==> src/rtl/pinc_pkg.sv <==
package pinc_pkg;
  localparam int unsigned PIN_EXT    = 0;
  localparam int unsigned PIN_SMI    = 1;
  localparam int unsigned PIN_MCHK   = 2;
  localparam int unsigned PIN_TBEN   = 3;
  localparam int unsigned PIN_CKSTOP = 4;
  localparam int unsigned PIN_HRST   = 5;
  localparam int unsigned PIN_SRST   = 6;
  localparam int unsigned NUM_FUNC   = 7;

  localparam int unsigned PEND_EXT  = 0;
  localparam int unsigned PEND_SMI  = 1;
  localparam int unsigned PEND_MCHK = 2;
  localparam int unsigned PEND_SRST = 3;
  localparam int unsigned PEND_W    = 4;
endpackage

==> src/rtl/pinc_level_track.sv <==
module pinc_level_track #(
  parameter int unsigned NUM_PINS   = 8,
  parameter int unsigned NUM_FUNC   = 7,
  parameter logic [NUM_PINS-1:0] RST_LVL = '0,
  localparam int unsigned IDX_W     = $clog2(NUM_PINS)
) (
  input  logic                clk_i,
  input  logic                rst_ni,
  input  logic                we_i,
  input  logic [IDX_W-1:0]    idx_i,
  input  logic                lvl_i,
  output logic [NUM_PINS-1:0] state_o,
  output logic [NUM_FUNC-1:0] chg_o
);
  logic [NUM_PINS-1:0] state_q;

  for (genvar i = 0; i < NUM_PINS; i++) begin : g_pin
    logic hit;
    assign hit = we_i && (idx_i == IDX_W'(i));
    always_ff @(posedge clk_i or negedge rst_ni) begin
      if (!rst_ni)  state_q[i] <= RST_LVL[i];
      else if (hit) state_q[i] <= lvl_i;
    end
    if (i < NUM_FUNC) begin : g_chg
      assign chg_o[i] = hit && (lvl_i != state_q[i]);
    end
  end

  assign state_o = state_q;

  assert_level_recorded_R2: assert property (@(posedge clk_i) disable iff (!rst_ni)
    we_i |=> state_q[$past(idx_i)] == $past(lvl_i));
endmodule

==> src/rtl/pinc_pending.sv <==
module pinc_pending
  import pinc_pkg::*;
(
  input  logic              clk_i,
  input  logic              rst_ni,
  input  logic [PEND_W-1:0] ev_i,
  input  logic              lvl_i,
  input  logic              ack_i,
  output logic [PEND_W-1:0] pend_o,
  output logic              req_o
);
  logic [PEND_W-1:0] pend_q, pend_d;
  logic              req_q;

  for (genvar b = 0; b < PEND_W; b++) begin : g_bit
    logic set, clr;
    if (b == PEND_MCHK) begin : g_edge
      assign set = ev_i[b] && !lvl_i;
      assign clr = ack_i;
    end else begin : g_lvl
      assign set = ev_i[b] && lvl_i;
      assign clr = ev_i[b] && !lvl_i;
    end
    // set has priority over clear
    assign pend_d[b] = set ? 1'b1 : (clr ? 1'b0 : pend_q[b]);
  end

  always_ff @(posedge clk_i or negedge rst_ni) begin
    if (!rst_ni) begin
      pend_q <= '0;
      req_q  <= 1'b0;
    end else begin
      pend_q <= pend_d;
      req_q  <= |pend_d;
    end
  end

  assign pend_o = pend_q;
  assign req_o  = req_q;

  assert_req_tracks_vector_R10: assert property (@(posedge clk_i) disable iff (!rst_ni)
    req_q == (pend_q != '0));
  assert_mchk_sticky_R4: assert property (@(posedge clk_i) disable iff (!rst_ni)
    (pend_q[PEND_MCHK] && !ack_i) |=> pend_q[PEND_MCHK]);
  assert_mchk_set_wins_R5: assert property (@(posedge clk_i) disable iff (!rst_ni)
    (ev_i[PEND_MCHK] && !lvl_i && ack_i) |=> pend_q[PEND_MCHK]);
endmodule

==> src/rtl/pinc_ctrl.sv <==
module pinc_ctrl (
  input  logic clk_i,
  input  logic rst_ni,
  input  logic tb_ev_i,
  input  logic ckstop_ev_i,
  input  logic hrst_ev_i,
  input  logic lvl_i,
  output logic tb_run_o,
  output logic halt_o,
  output logic reset_req_o
);
  logic tb_q, halt_q, rst_q;

  always_ff @(posedge clk_i or negedge rst_ni) begin
    if (!rst_ni) begin
      tb_q   <= 1'b0;
      halt_q <= 1'b0;
      rst_q  <= 1'b0;
    end else begin
      if (tb_ev_i) tb_q <= lvl_i;
      // checkstop halts until the next reset
      if (ckstop_ev_i && !lvl_i) halt_q <= 1'b1;
      rst_q <= hrst_ev_i && !lvl_i;
    end
  end

  assign tb_run_o    = tb_q;
  assign halt_o      = halt_q;
  assign reset_req_o = rst_q;

  assert_halt_sticky_R7: assert property (@(posedge clk_i) disable iff (!rst_ni)
    halt_q |=> halt_q);
  assert_reset_pulse_R8: assert property (@(posedge clk_i) disable iff (!rst_ni)
    rst_q |=> !rst_q);
  assert_tb_follows_R6: assert property (@(posedge clk_i) disable iff (!rst_ni)
    tb_ev_i |=> tb_q == $past(lvl_i));
endmodule

==> src/rtl/pin_conditioner.sv <==
module pin_conditioner
  import pinc_pkg::*;
#(
  parameter int unsigned NUM_PINS = 8,
  parameter logic [NUM_PINS-1:0] RST_LVL = NUM_PINS'(8'h30),
  localparam int unsigned IDX_W = $clog2(NUM_PINS)
) (
  input  logic                clk_i,
  input  logic                rst_ni,
  input  logic                pin_we_i,
  input  logic [IDX_W-1:0]    pin_idx_i,
  input  logic                pin_lvl_i,
  input  logic                mchk_ack_i,
  output logic [NUM_PINS-1:0] pin_state_o,
  output logic [PEND_W-1:0]   irq_pending_o,
  output logic                irq_req_o,
  output logic                halt_o,
  output logic                tb_run_o,
  output logic                reset_req_o
);
  logic [NUM_FUNC-1:0] chg;
  logic [PEND_W-1:0]   pend_ev;

  pinc_level_track #(
    .NUM_PINS (NUM_PINS),
    .NUM_FUNC (NUM_FUNC),
    .RST_LVL  (RST_LVL)
  ) u_track (
    .clk_i   (clk_i),
    .rst_ni  (rst_ni),
    .we_i    (pin_we_i),
    .idx_i   (pin_idx_i),
    .lvl_i   (pin_lvl_i),
    .state_o (pin_state_o),
    .chg_o   (chg)
  );

  always_comb begin
    pend_ev            = '0;
    pend_ev[PEND_EXT]  = chg[PIN_EXT];
    pend_ev[PEND_SMI]  = chg[PIN_SMI];
    pend_ev[PEND_MCHK] = chg[PIN_MCHK];
    pend_ev[PEND_SRST] = chg[PIN_SRST];
  end

  pinc_pending u_pend (
    .clk_i  (clk_i),
    .rst_ni (rst_ni),
    .ev_i   (pend_ev),
    .lvl_i  (pin_lvl_i),
    .ack_i  (mchk_ack_i),
    .pend_o (irq_pending_o),
    .req_o  (irq_req_o)
  );

  pinc_ctrl u_ctrl (
    .clk_i       (clk_i),
    .rst_ni      (rst_ni),
    .tb_ev_i     (chg[PIN_TBEN]),
    .ckstop_ev_i (chg[PIN_CKSTOP]),
    .hrst_ev_i   (chg[PIN_HRST]),
    .lvl_i       (pin_lvl_i),
    .tb_run_o    (tb_run_o),
    .halt_o      (halt_o),
    .reset_req_o (reset_req_o)
  );

  assert_same_level_no_event_R1: assert property (@(posedge clk_i) disable iff (!rst_ni)
    (pin_we_i && !mchk_ack_i && pin_lvl_i == pin_state_o[pin_idx_i])
    |=> ($stable(irq_pending_o) && $stable(halt_o) && $stable(tb_run_o) && !reset_req_o));
  assert_unused_pin_R11: assert property (@(posedge clk_i) disable iff (!rst_ni)
    (pin_we_i && pin_idx_i == IDX_W'(NUM_FUNC) && !mchk_ack_i)
    |=> ($stable(irq_pending_o) && $stable(halt_o) && $stable(tb_run_o) && !reset_req_o));
endmodule

==> config.mk <==
export PLATFORM = sky130hd
export DESIGN_NAME = pin_conditioner
export DESIGN_NICKNAME = d
export VERILOG_FILES = /design/src/rtl/pinc_pkg.sv /design/src/rtl/pinc_level_track.sv /design/src/rtl/pinc_pending.sv /design/src/rtl/pinc_ctrl.sv /design/src/rtl/pin_conditioner.sv
export SDC_FILE = /design/constraint.sdc
export NUM_CORES = 1
export LEC_CHECK = 0
export BUFFER_PORTS_ARGS = -buffer_cell sky130_fd_sc_hd__buf_2
export CORE_UTILIZATION = 43
export DETAILED_ROUTE_END_ITERATION = 8
export GPL_ROUTABILITY_DRIVEN = 0
export HOLD_SLACK_MARGIN = 0.15
export PLACE_DENSITY = 0.7
export SYNTH_ARGS = -nofsm -noshare
export SYNTH_HDL_FRONTEND = slang
export SYNTH_SLANG_ARGS = --single-unit
==> constraint.sdc <==
create_clock -name clk_i -period 2.4 [get_ports clk_i]
set_input_delay 0 -clock clk_i [delete_from_list [all_inputs] [get_ports clk_i]]
set_output_delay 0 -clock clk_i [all_outputs]
set_load 0.02 [all_outputs]
==> out/metrics.yaml, run 1 <==
grt:
  overflow: 0
  grt_pass1_vias: 623
  antenna_found_initial: 0
  grt_pass1_wl_um: 2620
  grt_max_degree: 17
  gr-usage-all-layers_pct: 19.3
finish:
  ff_latch_area_um2: 403
  drive_above_1_share_pct: 36.8
  nNetsFinal: 104
  area_delta_synth_final_pct: 31.8
  fillers: 140
  n_antenna_cell: 0
  multi_input_area_um2: 290
timing:
  fin_crit_ns: 1.67
  finalCritPeriodShare_pct: 69.5
  finalHoldViolations: 0
  maxSlewViolCount: 0
  setup_viol: 0
  fin_hold_ws_ns: 0.157
  fmax_mhz: 599
  rsz0062_at_grt: "no"
  slew_headroom_pct: 68.8
  tns_ns: 0
  clock_skew_ns: 0.000258
  worst_pin_slew_ns: 0.462
synthesis:
  syn_nets: 69
  yosys_register_bits: 16
  synth_area_leaders: "dfrtp_1 (48%), dfstp_2 (7.3%), o21ai_0 (4.8%), mux2_2 (4.7%), nor4b_4 (3.3%)"
  synthDominantCellAreaShare_pct: 48.4
  synth_cell_types: 27
  async_flop_share_pct: 100
  avgSynthCellArea_um2: 11.9
  ys_seq_area_share_pct: 55.7
  synthCells: 61
  ys_top_cells_by_count: "dfrtp_1 (14), o21ai_0 (7), inv_1 (5), nand2_1 (5)"
  synth_area_um2: 723
  yosysWarnings: 0
  synth-edff-count: 0
  post-synth-top-count-cell: "dfrtp_1"
  ys.flop_type: "dfrtp_1"
  synth_top_area_cell: "dfrtp_1"
min_path:
  worst_hold_path_type: "in2async"
setup_path:
  crit_fanout: 10
  r2r_cells: 3
  crit_type: "in2reg"
  worstPathRequired_ns: 2.56
  setup.worst_path.end_class: "flip-flop"
  worst_setup_path_start_kind: "input pin"
  cp.arrival_ns: 1.83
routing:
  drt_first_iter_violations: 7
  wl_um: 1540
  wl_per_cell_um: 13.8
  dr_wl_met3_um: 73
  drtPass1Iterations: 2
  vias: 597
  ant_nets: 0
  viasPerCell: 5.38
  routed-wl-met2_um: 790
  route.detailed.drc: 0
  wl_met1_um: 662
  top_layer_used: "met4"
floorplan:
  ioPinCount: 24
  rows: 14
  die_area_um2: 1850
  die_w_um: 43.0
  coreArea_um2: 1540
  start_util_pct: 46.9
  die_h_um: 43.0
clocking:
  root_buffer: "clkbuf_4"
  cts_buffer_depth: 2
  h-tree-depth: 1
  clk_pin_slew_ns: 0.09
  postCtsSetupBuffers: 0
  clk_latency_ns: 0.28
  clock_sinks: 16
  numCtsBuffers: 3
  cts_tree: "built"
placement:
  hpwl_um: 1080
  placement.io_buffers: 23
pwr:
  p_total_uw: 667
  peakVddDrop_v: 0.000437
  leakage_nw: 0.477
  powerDensity_nw_per_um2: 700
run:
  cap_violations: 0
run_status:
  outcome: "completed"
==> logic make-up (layout without fill, tap and decap cells) <==
group           count (synthesis)  in the layout  synth area share (%)
compound gates                 17             17                  17.0
buf+inv                         6             40                  4.15
flops                          16             16                  55.7
mux                             3              3                  4.67
simple gates                   19             19                  18.5
==> routing by layer <==
layer	vias up	track usage (%)
li1	293	-
met1	285	22.6
met2	17	34.2
met3	2	2.98
met4	0	9.09
met5	-	0
==> final cells by class <==
| type | instances | share of cell area (%) |
|---|---|---|
| clock buffer | 4 | 2.76 |
| inverter | 5 | 1.97 |
| multi-input combinational | 39 | 30.4 |
| sequential | 16 | 42.3 |
| tap | 16 | 2.10 |
| timing repair buffer | 31 | 20.5 |
==> repair_timing <==
action / 4_1_cts / 5_1_grt
resized for setup: 0 / 0
setup endpoints to repair: 0 / 0
hold buffers: 8 / 0
hold endpoints to repair: 30 / 0
==> worst max-delay path, cell delays in order <==
cell           delay, ns
dlygate4sd3_1       0.55
buf_2               0.19
nand4b_1            0.26
o21ai_1             0.19
o2bb2a_4            0.18
or4_1               0.46
==> registers in the layout, indices dropped and copies added, names as in the netlist <==
signal / count
u_ctrl.halt_o: 1
u_pend.pend_o: 4
u_track.state_o: 8
u_pend.req_o: 1
u_ctrl.tb_run_o: 1
u_ctrl.reset_req_o: 1
==> layout by cell type, fill, tap and decap left out, drive strengths merged, types with 2 or more instances in the layout <==
master,count
o21ai,8
dfrtp,14
nor2,3
nand2,5
nand4b,2
dfstp,2
mux2,3
inv,5
buf,23
a21oi,2
clkbuf,4
dlygate4sd3,8
==> path summary, 6_finish.rpt <==
path	to	from	slack, ns
worst max-delay path	u_pend.req_o	pin_idx_i[0]	0.73
worst min-delay path	u_ctrl.halt_o	rst_ni	0.16
worst max register to register	u_track.state_o[4]	u_track.state_o[4]	1.01
worst min register to register	u_ctrl.halt_o	u_ctrl.halt_o	0.47
max in group asynchronous	u_track.state_o[4]	rst_ni	1.95
min in group clk_i	u_track.state_o[0]	pin_idx_i[2]	0.18
==> stage by stage <==
step                      worst slack, ns  cell area (um^2)  util (%)  cells
after floorplan                     0.983               723         -     61
after global placement               1.04               847      55.0     99
after detailed placement             1.00               847      55.0     99
after CTS                           0.757               953      61.9    111
after global routing                0.691               953      61.9    111
final                               0.732               953      61.9    111
==> power by group <==
part	internal, mW	total [mW]	switching (mW)
logic	0.0736	0.180	0.106
clock network	0.0644	0.147	0.0823
registers	0.314	0.341	0.0269
total	0.452	0.667	0.215
Power figures use the tool's default switching activity.
==> inputs of run 2 (changes only) <==
- PLACE_DENSITY: 0.7 -> 0.72
- clock period: 2.4 -> 1.44 ns (I/O delays scaled with it)
==> run 2 against run 1 <==
Effect of this change:
- register-to-register slack worse by 0.91 ns
- global-route usage rose by 1.4 points
- die area unchanged
- clock skew up 0.0058 ns
- critical path type is now reg2reg
- sequential cell count stayed put
- non-clock buffer count increased by 5
- clock power is 99% higher
- highest routed layer unchanged
- largest power group unchanged
- largest cell class unchanged
- via count up 5.4%
==> out/metrics.yaml, run 2 (same netlist as run 1, synthesis figures left out) <==
setup_path:
  crit_fanout: 4  # -6
  r2r_slack_ns: 0.10  # -0.91 ns
  cp.arrival_ns: 1.51  # -0.32 ns
  cp_cell_sequence: "inv_1 -> o21ai_1 -> o2bb2a_4 -> or4_1"
  cpPeakStageDelay_ns: 0.45  # -0.10 ns
  worst-path-buf-inv: 1  # -1
  setup.worst_path.end_class: "flip-flop"
  worst_setup_path_start_kind: "flip-flop"
  crit_type: "reg2reg"
  slowest_stage: "or4_1"
  worstPathRequired_ns: 1.61  # -0.95 ns
  cpLargestDelayFamily: "simple AND/OR/NAND/NOR gates"
timing:
  fin_ws_ns: 0.102  # -0.630 ns
  fin_crit_ns: 1.34
  finalHoldViolations: 0  # unchanged
  worst_pin_slew_ns: 0.410  # -0.0525 ns
  slew_headroom_pct: 72.3  # +3.5 points
  rsz0062_at_grt: "no"
  fmax_mhz: 747
  finalCritPeriodShare_pct: 92.9
  maxSlewViolCount: 0  # unchanged
  clock_skew_ns: 0.00609  # +0.00583 ns
  tns_ns: 0  # unchanged
  setup_viol: 0  # unchanged
finish:
  largest_reg_flops: 8  # unchanged
  nNetsFinal: 109  # +4.8%
  area_delta_synth_final_pct: 39.8
  mostFrequentLayoutCells: "buf_2 (23), dfrtp_1 (14), dlygate4sd3_1 (12)"
  layout_commonest_cell: "buf_2"
  n_antenna_cell: 0  # unchanged
  drive_above_1_share_pct: 37.0  # +0.16 points
routing:
  drtPass1Iterations: 4  # +2
  vias: 629  # +5.4%
  route.detailed.drc: 0  # unchanged
  wl_um: 1610  # +4.8%
  viasPerCell: 5.42  # +0.82%
  wl_per_cell_um: 13.9  # +0.30%
  drt_first_iter_violations: 6  # -1
  ant_nets: 0  # unchanged
clocking:
  root_buffer: "clkbuf_4"
  clk_latency_ns: 0.29  # about the same
  numCtsBuffers: 3  # unchanged
  clk_pin_slew_ns: 0.09  # about the same
  post_cts_resize_count: 0  # unchanged
  cts_tree: "built"
  cts_buffer_depth: 2  # unchanged
  h-tree-depth: 1  # unchanged
  clock_sinks: 16  # unchanged
grt:
  antenna_found_initial: 0  # unchanged
  grt_pass1_vias: 627  # +0.64%
  overflow: 0  # unchanged
  gr-usage-all-layers_pct: 20.7  # +1.4 points
  grt_max_degree: 10  # -7
  grt_pass1_wl_um: 2730  # +4.2%
floorplan:
  start_util_pct: 46.9  # unchanged
  die_h_um: 43.0  # unchanged
  ioPinCount: 24  # unchanged
  die_w_um: 43.0  # unchanged
  rows: 14  # unchanged
  coreArea_um2: 1540  # unchanged
  die_area_um2: 1850  # unchanged
pwr:
  powerDensity_nw_per_um2: 1150  # +64%
  peakVddDrop_v: 0.000646  # +48%
  leakage_nw: 0.504  # +5.5%
run:
  cap_violations: 0  # unchanged
placement:
  pre_cts_ws_ns: 0.0781  # -0.925 ns
  hpwl_um: 1040  # -3.9%
  placement.io_buffers: 23  # unchanged
run_status:
  outcome: "completed"
min_path:
  worst_hold_path_type: "in2reg"
run 2: cell types whose count changed in the layout (fill, tap and decap cells not counted):
cell / previous run / this run
clkbuf_8: 0 / 1
buf_4: 0 / 1
clkbuf_1: 1 / 0
dlygate4sd3_1: 8 / 12
run 2: area by class of cell:
type,instances,area [um^2]
clock buffer,4,36.3
fill,124,531
inverter,5,18.8
multi-input combinational,39,290
sequential,16,403
tap,16,20.0
timing repair buffer,36,243
run 2: what timing repair did:
action / in CTS / in global routing
setup endpoints to repair: 0 / 1
hold endpoints to repair: 28 / 0
hold buffers: 14 / 0
buffers inserted: 0 / 0
run 2: worst register-to-register path, cell delays in order (launching register included):
cell and delay, ns:
dfrtp_1 0.39, inv_1 0.05, o21ai_1 0.15, o2bb2a_4 0.18, or4_1 0.45
run 2: through the flow:
| step | hold slack, ns | instance area, um^2 | total power [mW] | std cells | utilization, % |
|---|---|---|---|---|---|
| 2_1_floorplan | -0.296 | 723 | 0.744 | 61 | - |
| 3_3_place_gp | -0.0747 | 855 | 0.848 | 100 | 55.4 |
| 3_5_place_dp | -0.0713 | 855 | 0.855 | 100 | 55.4 |
| 4_1_cts | 0.162 | 1030 | 1.18 | 118 | 66.9 |
| 5_1_grt | 0.178 | 1010 | 1.23 | 116 | 65.6 |
| 6_report | 0.153 | 1010 | 1.16 | 116 | 65.6 |
run 2: per-layer routing:
layer / routed length [um] / share of wire, % / vias to the layer above / global-route usage (%)
li1: - / - / 304 / -
met1: 727 / 45 / 302 / 24.0
met2: 762 / 47 / 19 / 34.2
met3: 100 / 6.2 / 4 / 9.36
met4: 19 / 1.2 / 0 / 6.06
met5: 0 / 0 / - / 0
run 2: worst paths after layout:
check                                   startpoint                  to  cells after the start
worst max-delay path            u_track.state_o[6]        u_pend.req_o                      4
worst min-delay path                  pin_idx_i[1]  u_track.state_o[4]                      3
worst min register to register       u_ctrl.halt_o       u_ctrl.halt_o                      1
max in group asynchronous                   rst_ni        u_pend.req_o                      3
min in group asynchronous                   rst_ni  u_track.state_o[5]                      2
worst max register to register  u_track.state_o[6]        u_pend.req_o                      4
run 2: report_power, final:
part	total [mW]	switching, mW	internal, mW
registers	0.566	0.0429	0.523
logic	0.301	0.176	0.125
clock network	0.292	0.138	0.154
